===== src/rtl/hazard_pkg.sv =====
// Package: hazard_pkg
// Shared types for the interlock controller. The bypass select encoding is
// decoded by the Execute-stage operand muxes, so its values are fixed.
package hazard_pkg;
    typedef enum logic [1:0] {
        BYP_RF  = 2'b00,
        BYP_WB  = 2'b01,
        BYP_MEM = 2'b10
    } byp_sel_e;
endpackage


===== src/rtl/byp_select.sv =====
// Module: byp_select
// Picks the bypass source for one Execute operand. Assumes the register 0
// is hard-wired to zero, so it must never be bypassed. Memory beats Writeback.
module byp_select
    import hazard_pkg::*;
#(
    parameter int AW = 5
) (
    input  logic [AW-1:0] src,
    input  logic [AW-1:0] mem_dst,
    input  logic [AW-1:0] wb_dst,
    input  logic          mem_wr_en,
    input  logic          wb_wr_en,
    output logic [1:0]    sel
);
    logic src_live;
    logic hit_mem;
    logic hit_wb;

    // Match each later stage against the operand's source number.
    always_comb begin
        src_live = (src != '0);
        hit_mem  = src_live && mem_wr_en && (src == mem_dst);
        hit_wb   = src_live && wb_wr_en  && (src == wb_dst);
    end

    // Priority pick: the newer Memory result wins over Writeback.
    always_comb begin
        if (hit_mem)     sel = BYP_MEM;
        else if (hit_wb) sel = BYP_WB;
        else             sel = BYP_RF;
    end
endmodule


===== src/rtl/load_use_detect.sv =====
// Module: load_use_detect
// Flags a Decode instruction that reads the destination of a load sitting in
// Execute. Register 0 is deliberately not excluded; the stall is harmless.
module load_use_detect #(
    parameter int AW     = 5,
    parameter int NSRC   = 2
) (
    input  logic [NSRC*AW-1:0] dec_srcs,
    input  logic [AW-1:0]      ex_dst,
    input  logic               ex_is_load,
    output logic               stall
);
    logic [NSRC-1:0] hit;

    // One comparator per Decode source operand.
    for (genvar i = 0; i < NSRC; i++) begin : g_cmp
        assign hit[i] = (dec_srcs[i*AW +: AW] == ex_dst);
    end

    // Stall only when a load is the producer.
    always_comb stall = ex_is_load && (|hit);
endmodule


===== src/rtl/squash_ctrl.sv =====
// Module: squash_ctrl
// Turns the load-use stall and a taken redirect into hold and clear controls.
// Assumes a redirect resolved in Execute discards exactly two younger slots.
module squash_ctrl (
    input  logic stall,
    input  logic redirect,
    output logic hold_f,
    output logic hold_d,
    output logic clr_d,
    output logic clr_e
);
    // Holds freeze the front end; clears insert bubbles.
    always_comb begin
        hold_f = stall;
        hold_d = stall;
        clr_d  = redirect;
        clr_e  = stall | redirect;
    end
endmodule


===== src/rtl/hazard_ctrl.sv =====
// Module: hazard_ctrl
// Top of the interlock controller: two operand bypass selectors, a load-use
// detector and the squash logic. Purely combinational, holds no state.
module hazard_ctrl
    import hazard_pkg::*;
#(
    parameter int AW = 5
) (
    input  logic [AW-1:0] dec_src1,
    input  logic [AW-1:0] dec_src2,
    input  logic [AW-1:0] ex_src1,
    input  logic [AW-1:0] ex_src2,
    input  logic [AW-1:0] ex_dst,
    input  logic [AW-1:0] mem_dst,
    input  logic [AW-1:0] wb_dst,
    input  logic          mem_wr_en,
    input  logic          wb_wr_en,
    input  logic          ex_is_load,
    input  logic          ex_redirect,
    output logic [1:0]    ex_byp_a,
    output logic [1:0]    ex_byp_b,
    output logic          hold_fetch,
    output logic          hold_decode,
    output logic          squash_decode,
    output logic          squash_execute
);
    localparam int NOPS = 2;

    logic [NOPS*AW-1:0] ex_srcs;
    logic [NOPS*AW-1:0] dec_srcs;
    logic [NOPS*2-1:0]  sels;
    logic               lu_stall;

    // Pack the operand numbers so the replicated logic can index them.
    always_comb begin
        ex_srcs  = {ex_src2, ex_src1};
        dec_srcs = {dec_src2, dec_src1};
    end

    for (genvar i = 0; i < NOPS; i++) begin : g_op
        byp_select #(.AW(AW)) u_sel (
            .src       (ex_srcs[i*AW +: AW]),
            .mem_dst   (mem_dst),
            .wb_dst    (wb_dst),
            .mem_wr_en (mem_wr_en),
            .wb_wr_en  (wb_wr_en),
            .sel       (sels[i*2 +: 2])
        );
    end

    // Route the per-operand selects to their ports.
    always_comb begin
        ex_byp_a = sels[1:0];
        ex_byp_b = sels[3:2];
    end

    load_use_detect #(.AW(AW), .NSRC(NOPS)) u_lu (
        .dec_srcs   (dec_srcs),
        .ex_dst     (ex_dst),
        .ex_is_load (ex_is_load),
        .stall      (lu_stall)
    );

    squash_ctrl u_sq (
        .stall    (lu_stall),
        .redirect (ex_redirect),
        .hold_f   (hold_fetch),
        .hold_d   (hold_decode),
        .clr_d    (squash_decode),
        .clr_e    (squash_execute)
    );
endmodule


===== config.mk =====
export PLATFORM = sky130hd
export DESIGN_NAME = hazard_ctrl
export DESIGN_NICKNAME = d
export VERILOG_FILES = /design/src/rtl/hazard_pkg.sv /design/src/rtl/byp_select.sv /design/src/rtl/load_use_detect.sv /design/src/rtl/squash_ctrl.sv /design/src/rtl/hazard_ctrl.sv
export SDC_FILE = /design/constraint.sdc
export NUM_CORES = 1
export LEC_CHECK = 0
export ABC_CLOCK_PERIOD_IN_PS = 2500
export CAP_MARGIN = 10
export CELL_PAD_IN_SITES_DETAIL_PLACEMENT = 2
export CELL_PAD_IN_SITES_GLOBAL_PLACEMENT = 2
export CORE_AREA = 2 2 59 61
export DETAILED_ROUTE_END_ITERATION = 8
export DIE_AREA = 0 0 61 63
export GPL_ROUTABILITY_DRIVEN = 0
export PLACE_DENSITY = 0.95
export RECOVER_POWER = 50
export SLEW_MARGIN = 40
export SYNTH_ARGS = -nofsm -noshare
export SYNTH_HDL_FRONTEND = slang
export SYNTH_SLANG_ARGS = --single-unit

===== constraint.sdc =====
create_clock -name vclk -period 2.5
set_clock_uncertainty 0.1 [all_clocks]
set_input_delay 0.5 -clock vclk [all_inputs]
set_output_delay 0.5 -clock vclk [all_outputs]
set_load 0.005 [all_outputs]

==> impl_metrics.toml, run 1 <==
[outcome]
outcome = "complete, no violations"

[timing]
fmax_mhz = 405.4
rsz0062_at_grt = "false"
slew_headroom = 0.7937
hold_viol_final = 0
slew_violations = 0
setup_violations = 0
finalSetupTns_ns = 0
period_share = 0.9866
tightest_slew_ns = 0.3069
hold_ws_ns = 1.378
timing.final.crit_period_ns = 2.466

[setup_path]
slowest_delay_ns = 0.54
worstPathMaxFanout = 3
critical_path.cell_chain = "dlygate4sd2_1 > or4_4 > nor2_4 > and3b_1 > dlygate4sd2_1"
cp_common_cell = "dlygate4sd2_1"
cp-start-kind = "primary input"
crit_buf_inv = 2
critPathRequiredTime_ns = 1.90
worstPathArrival_ns = 1.87
crit_family = "simple AND/OR/NAND/NOR gates"
crit_type = "primary input to primary output"
crit_path_end_kind = "primary output"
crit_path_top_delay_cell = "or4_4"

[global_routing]
grt_overflow_total = 0
antenna_found_initial = 0
grt_pass1_vias = 682
grt_max_degree = 4
track_usage = 0.09312
grt_pass1_wl_um = 2829

[die]
die_y_um = 63
die_w_um = 61
io_pins = 47
coreArea_um2 = 3232
initial_core_util = 0.1343
die_area_um2 = 3843
std_cell_rows = 21

[drt]
drc = 0
vias_per_cell = 3.974
vias = 604
wl_per_cell_um = 13.58
drtAntennaViolNets = 0
firstDrtPassIters = 2
routed_wl_um = 2064
drt_iter0_drc = 1

[power]
p_int_uw = 91.81
irDropWorstVdd_mv = 0.04721
clock_power_share = 0
switchingPower_uw = 62.68
p_per_area_nw_per_um2 = 151.3
pwr-share-seq = 0
combPwrFrac = 1.000
leakagePower_nw = 0.4425
swShare = 0.4057

[final_layout]
stdcell_count = 152
clock_buffers = 0
seq_cells = 0
layout_common_cells = "clkdlybuf4s50_1, xnor2_1, dlygate4sd2_1, xor2_1, buf_4"
fin_nets = 147
seq_area_um2 = 0
drive_gt1_frac = 0.2170
mostFrequentLayoutCell = "clkdlybuf4s50_1"
area_growth_pct = 135.2
diodes = 0

[flow_run]
drv_cap = 0

[synthesis]
avgSynthCellArea_um2 = 7.617
yosys_warnings = 0
synth_cell_type_count = 14
muxShareOfSynthArea = 0
synth_area_um2 = 434.2
syn-num-nets = 96
synth_top_family_by_area = "XOR/XNOR gates"
syn-instance-count = 57
synth_adder_area_share = 0
synth_xor_area_frac = 0.6052
synth_compound_area_frac = 0.07493
ys_seq_area_frac = 0
synthSimpleGateAreaFrac = 0.2421

[worst_hold_path]
holdPathEnd = "ex_byp_a[0]"
hold_depth = 5
hold_path_class = "primary input to primary output"
min_from = "ex_src1[4]"

[placed_design]
hpwl_um = 1752
portBuffers = 47
dp.cells = 147
repair_timing:
item	4_1_cts	5_1_grt
pin swaps	13	6
hold buffers	0	0
buffers inserted	4	1
resized for setup	34	20
setup endpoints to repair	7	6
worst max-delay path by stage:
stage                     startpoint           to  slack (ns)  cells past startpoint
after global routing       ex_dst[0]  hold_decode      0.0006                      6
after CTS                 ex_src2[1]  ex_byp_b[1]       -0.20                      5
after floorplan           ex_src1[0]  ex_byp_a[1]        0.50                      4
after detailed placement  ex_src2[1]  ex_byp_b[1]       -0.40                      5
after global placement    ex_src1[1]  ex_byp_a[0]       -0.41                      5
final                     ex_src1[3]  ex_byp_a[1]        0.03                      5
power by group through the flow:
stage | Clock (mW) | Sequential (mW) | Combinational (mW)
2_1_floorplan | 0 | 0 | 0.0532
3_3_place_gp | 0 | 0 | 0.143
3_5_place_dp | 0 | 0 | 0.148
4_1_cts | 0 | 0 | 0.149
5_1_grt | 0 | 0 | 0.167
6_report | 0 | 0 | 0.154
stage by stage:
stage	worst slack, ns	utilization	instance area [µm²]	total power, mW
2_1_floorplan	0.4983	-	434.2	0.05316
3_3_place_gp	-0.4104	0.2907	939.7	0.1429
3_5_place_dp	-0.3982	0.2907	939.7	0.1479
4_1_cts	-0.1956	0.3012	973.4	0.1487
5_1_grt	0.0005667	0.3159	1021	0.1667
6_report	0.03354	0.3159	1021	0.1545
worst min-delay path, delay by kind of cell:
family	cells	cell delay [ns]
compound gates	1	0.05
xor+xnor	1	0.07
buf+inv	2	0.24
simple gates	1	0.11
final cells by class:
| class | instances | area, µm² |
|---|---|---|
| Fill cell | 377 | 2211 |
| Timing Repair Buffer | 53 | 483.0 |
| Multi-Input combinational cell | 52 | 476.7 |
| Tap cell | 46 | 57.56 |
| Inverter | 1 | 3.754 |
synthesized netlist by cell type:
master     instances  share of area
inv_1              1         0.0086
and2_1             2          0.029
and3b_1            2          0.040
nor4_1             2          0.029
nand4_1            4          0.058
xor2_1             8           0.16
buf_4              4          0.069
o22ai_1            1          0.014
nand2_1            4          0.035
xnor2_1           22           0.44
o221ai_1           1          0.020
or4_1              2          0.035
a2111oi_0          2          0.040
nor2_1             2          0.017
cell families (layout without fill, tap and decap cells):
logic type	Yosys count	after routing
simple gates	18	18
xor+xnor	30	30
compound gates	4	4
buf+inv	5	54
routing by layer:
layer,wire [µm],track usage,up-vias
li1,-,-,294
met1,636,0.08867,277
met2,1235,0.1976,33
met3,192,0.02277,0
met4,0,0,0
met5,0,0,-
No activity file was read; power rests on OpenSTA's default activity.
==> inputs of run 2 (changes only) <==
--- a/config.mk
+++ b/config.mk
@@ -9,9 +9,10 @@
 export CAP_MARGIN = 10
 export CELL_PAD_IN_SITES_DETAIL_PLACEMENT = 2
 export CELL_PAD_IN_SITES_GLOBAL_PLACEMENT = 2
-export CORE_AREA = 2 2 59 61
+export CORE_AREA = 2 2 39 41
 export DETAILED_ROUTE_END_ITERATION = 8
-export DIE_AREA = 0 0 61 63
+export DIE_AREA = 0 0 41 43
+export DONT_BUFFER_PORTS = 1
 export GPL_ROUTABILITY_DRIVEN = 0
 export PLACE_DENSITY = 0.95
 export RECOVER_POWER = 50
==> run 2 against run 1 <==
Effect of this change: global-route usage up 5.3 points; cell count down 55%; via count down 34%; critical endpoint unchanged; largest cell class is now multi-input combinational cells; setup slack better by 0.52 ns; non-clock buffer count down 53; utilization down 0.94 points.
==> impl_metrics.toml, run 2 (synthesis results as in run 1) <==
[outcome]
outcome = "complete, no violations"

[global_routing]
grt_pass1_vias = 464
grt_overflow_total = 0
antenna_found_initial = 0
grt_pass1_wl_um = 1842
track_usage = 0.1459
grt_max_degree = 4

[final_layout]
drive_gt1_frac = 0
n_fill_cell = 179
fin_util = 0.3065
area_growth_pct = -2.305
diodes = 0
multi_input_area_um2 = 400.4
layout_common_cells = "xnor2_1, xor2_1, nand2_1, nand4_1"
seq_cells = 0
stdcell_count = 69
clock_buffers = 0
fin_nets = 94
seq_area_um2 = 0
mostFrequentLayoutCell = "xnor2_1"

[drt]
top_layer_used = "met3"
met3_wirelength_um = 115
drt_iter0_drc = 4
wl_per_cell_um = 18.33
vias_per_cell = 5.812
wl_met1_um = 358
met2_length_um = 791
drtAntennaViolNets = 0
vias = 401
firstDrtPassIters = 2
drc = 0
routed_wl_um = 1265

[setup_path]
critical_path.cell_chain = "or4_1 > nor2_1 > and3b_1"
worstPathArrival_ns = 1.34
slowest_delay_ns = 0.53
worstPathMaxFanout = 3
crit_path_end_kind = "primary output"
critPathRequiredTime_ns = 1.90
crit_path_top_delay_cell = "or4_1"
crit_type = "primary input to primary output"
cp-start-kind = "primary input"

[timing]
setup_slack_ns = 0.5563
rsz0062_at_grt = "false"
finalSetupTns_ns = 0
timing.final.crit_period_ns = 1.944
slew_violations = 0
period_share = 0.7775
slew_headroom = 0.6222
setup_violations = 0
tightest_slew_ns = 0.5524
fmax_mhz = 514.5
hold_viol_final = 0

[placed_design]
portBuffers = 0
hpwl_um = 1234
dp.cells = 69
dp_slack_ns = 0.5477

[die]
die_w_um = 41
die_area_um2 = 1763
die_y_um = 43
coreArea_um2 = 1384
std_cell_rows = 14
io_pins = 47
initial_core_util = 0.3137

[power]
leakagePower_nw = 0.1238
irDropWorstVdd_mv = 0.03669
finalPower_uw = 58.17
p_per_area_nw_per_um2 = 137.1

[clocking]
ctsHoldBuffers = 0
post-cts-setup-buffers = 0
cts_resized = 0

[worst_hold_path]
hold_path_class = "primary input to primary output"

[flow_run]
drv_cap = 0
run 2: changes by cell type in the layout (fill, tap and decap cells not counted), moves of 3 or more:
cell	delta
dlymetal6s2s_1	-5
dlygate4sd2_1	-16
xnor2_1	+3
clkdlybuf4s50_1	-20
clkbuf_2	-3
xnor2_2	-3
buf_4	-6
run 2: final cells by class:
| type | count | share of cell area |
|---|---|---|
| well taps | 16 | 0.04720 |
| inverters | 1 | 0.008850 |
| multi-input cells | 52 | 0.9440 |
run 2: metal layers:
| metal | global-route usage | vias up |
|---|---|---|
| met4 | 0 | 0 |
| met3 | 0.01571 | 0 |
| met5 | 0 | - |
| met2 | 0.3219 | 22 |
| li1 | - | 187 |
| met1 | 0.1266 | 192 |
run 2: worst paths after layout:
path,depth (start not counted),from,endpoint
setup / recovery,3,ex_src1[0],ex_byp_a[1]
hold / removal,0,ex_redirect,squash_decode
run 2: per-stage QoR:
step	area, µm²	hold WS, ns
after floorplan	434.2	0.9808
after global placement	424.2	0.9001
after detailed placement	424.2	0.9001
after CTS	424.2	0.9001
after global routing	424.2	0.9001
final	424.2	0.9000
run 2: critical path, delay by kind of cell:
kind,cells,cell delay (ns)
simple gates,3,0.85
run 2: where the power goes:
group / total (mW) / switching (mW) / internal, mW
Combinational: 0.0582 / 0.0221 / 0.0361
Sequential: 0 / 0 / 0
Clock: 0 / 0 / 0
Total: 0.0582 / 0.0221 / 0.0361
==> inputs of run 3 (changes only) <==
--- a/config.mk
+++ b/config.mk
@@ -5,16 +5,16 @@
 export SDC_FILE = /design/constraint.sdc
 export NUM_CORES = 1
 export LEC_CHECK = 0
-export ABC_CLOCK_PERIOD_IN_PS = 2500
+export ABC_CLOCK_PERIOD_IN_PS = 1600
 export CAP_MARGIN = 10
 export CELL_PAD_IN_SITES_DETAIL_PLACEMENT = 2
 export CELL_PAD_IN_SITES_GLOBAL_PLACEMENT = 2
-export CORE_AREA = 2 2 39 41
+export CORE_AREA = 2 2 43 45
 export DETAILED_ROUTE_END_ITERATION = 8
-export DIE_AREA = 0 0 41 43
+export DIE_AREA = 0 0 45 47
 export DONT_BUFFER_PORTS = 1
 export GPL_ROUTABILITY_DRIVEN = 0
-export PLACE_DENSITY = 0.95
+export PLACE_DENSITY = 0.89
 export RECOVER_POWER = 50
 export SLEW_MARGIN = 40
 export SYNTH_ARGS = -nofsm -noshare
==> constraint.sdc (replaced) <==
create_clock -name vclk -period 1.6
set_clock_uncertainty 0.1 [all_clocks]
set_input_delay 0.32 -clock vclk [all_inputs]
set_output_delay 0.32 -clock vclk [all_outputs]
set_load 0.005 [all_outputs]
==> run 3 against run 2 <==
Effect of this change: die area up 20%; cell area is 15% higher; flip-flop and latch count is the same; hold slack got worse by 0.36 ns; via count is 4.5% higher; utilization is 1.1 points lower; first-iteration DRC count decreased by 75%; setup slack got worse by 0.53 ns; critical endpoint is now ex_byp_a[0].
==> impl_metrics.toml, run 3 (synthesis results as in run 1) <==
[final_layout]
drive_gt1_frac = 0.1818
area_growth_pct = 12.39
seq_cells = 0
fin_nets = 96
n_fill_cell = 201
mostFrequentLayoutCell = "xnor2_1"
diodes = 0
clock_buffers = 0
layout_common_cells = "xnor2_1, xor2_1, nand2_1, nand4_1"
seq_area_um2 = 0
stdcell_count = 72
multi_input_area_um2 = 447.9

[drt]
routed_wl_um = 1320
vias = 419
drtAntennaViolNets = 0
wl_per_cell_um = 18.33
firstDrtPassIters = 2
drt_iter0_drc = 1
vias_per_cell = 5.819
drc = 0

[worst_hold_path]
hold_path_class = "primary input to primary output"

[die]
coreArea_um2 = 1652
die_w_um = 45
std_cell_rows = 15
io_pins = 47
die_area_um2 = 2115
die_y_um = 47
initial_core_util = 0.2629

[placed_design]
dp.cells = 72
hpwl_um = 1255
portBuffers = 0

[timing]
slew_headroom = 0.7964
fmax_mhz = 634.5
rsz0062_at_grt = "true"
period_share = 0.9851
setup_violations = 0
hold_ws_ns = 0.5401
tightest_slew_ns = 0.3029
timing.final.crit_period_ns = 1.576
hold_viol_final = 0
slew_violations = 0

[global_routing]
antenna_found_initial = 0
grt_overflow_total = 0
grt_max_degree = 4
grt_pass1_wl_um = 1918
grt_pass1_vias = 530
track_usage = 0.1222

[power]
p_per_area_nw_per_um2 = 209.4
leakagePower_nw = 0.1399
irDropWorstVdd_mv = 0.04863

[flow_run]
drv_cap = 0

[setup_path]
worstPathMaxFanout = 3
crit_path_end_kind = "primary output"
cp-start-kind = "primary input"
crit_type = "primary input to primary output"
worstPathArrival_ns = 1.16
critPathRequiredTime_ns = 1.18

[outcome]
outcome = "complete, no violations"

[clocking]
post-cts-setup-buffers = 0
run 3: routing by layer:
| layer | global-route usage | vias up | wire length (µm) |
|---|---|---|---|
| met5 | 0 | - | 0 |
| met4 | 0.005882 | 0 | 0 |
| met3 | 0.04615 | 0 | 234 |
| met2 | 0.2943 | 38 | 763 |
| met1 | 0.08636 | 190 | 321 |
| li1 | - | 191 | - |
run 3: final timing paths:
| check | startpoint | endpoint | slack, ns | cells past startpoint |
|---|---|---|---|---|
| worst min-delay path | ex_redirect | squash_decode | 0.54 | 0 |
| worst max-delay path | ex_src1[0] | ex_byp_a[0] | 0.02 | 4 |
run 3: metrics by stage:
stage                     total power [mW]   TNS (ns)  worst slack, ns    util  cell area (µm²)
after floorplan                    0.08307   -0.08339         -0.04169       -            434.2
after global placement             0.08701          0         0.007999  0.2667            440.4
after detailed placement           0.09247   -0.07046         -0.05440  0.2667            440.4
after CTS                          0.09911          0         0.001408  0.2826            466.7
after global routing                0.1132  -0.005992        -0.003858  0.2955            488.0
final                               0.1022          0          0.02391  0.2955            488.0
run 3: final cells by class:
type,instances,area share
multi-input combinational,52,0.9179
tap,17,0.04359
timing repair buffer,2,0.03077
inverter,1,0.007692
run 3: repair_timing:
item | CTS | global route
hold buffers | 0 | 0
cloned | 0 | 0
pin swaps | 2 | 1
setup endpoints to repair | 2 | 4
endpoints found under the hold margin | 0 | 0
gates resized for setup | 8 | 4
run 3: power breakdown:
group	internal (mW)	total [mW]	switching (mW)	leakage [nW]
combinational	0.0610	0.102	0.0412	0.140
sequential	0	0	0	0
clock	0	0	0	0
run 3: critical path, cell delays in order:
cell	delay, ns
or4_4	0.53
nor2_4	0.10
a2111oi_2	0.04
buf_4	0.15
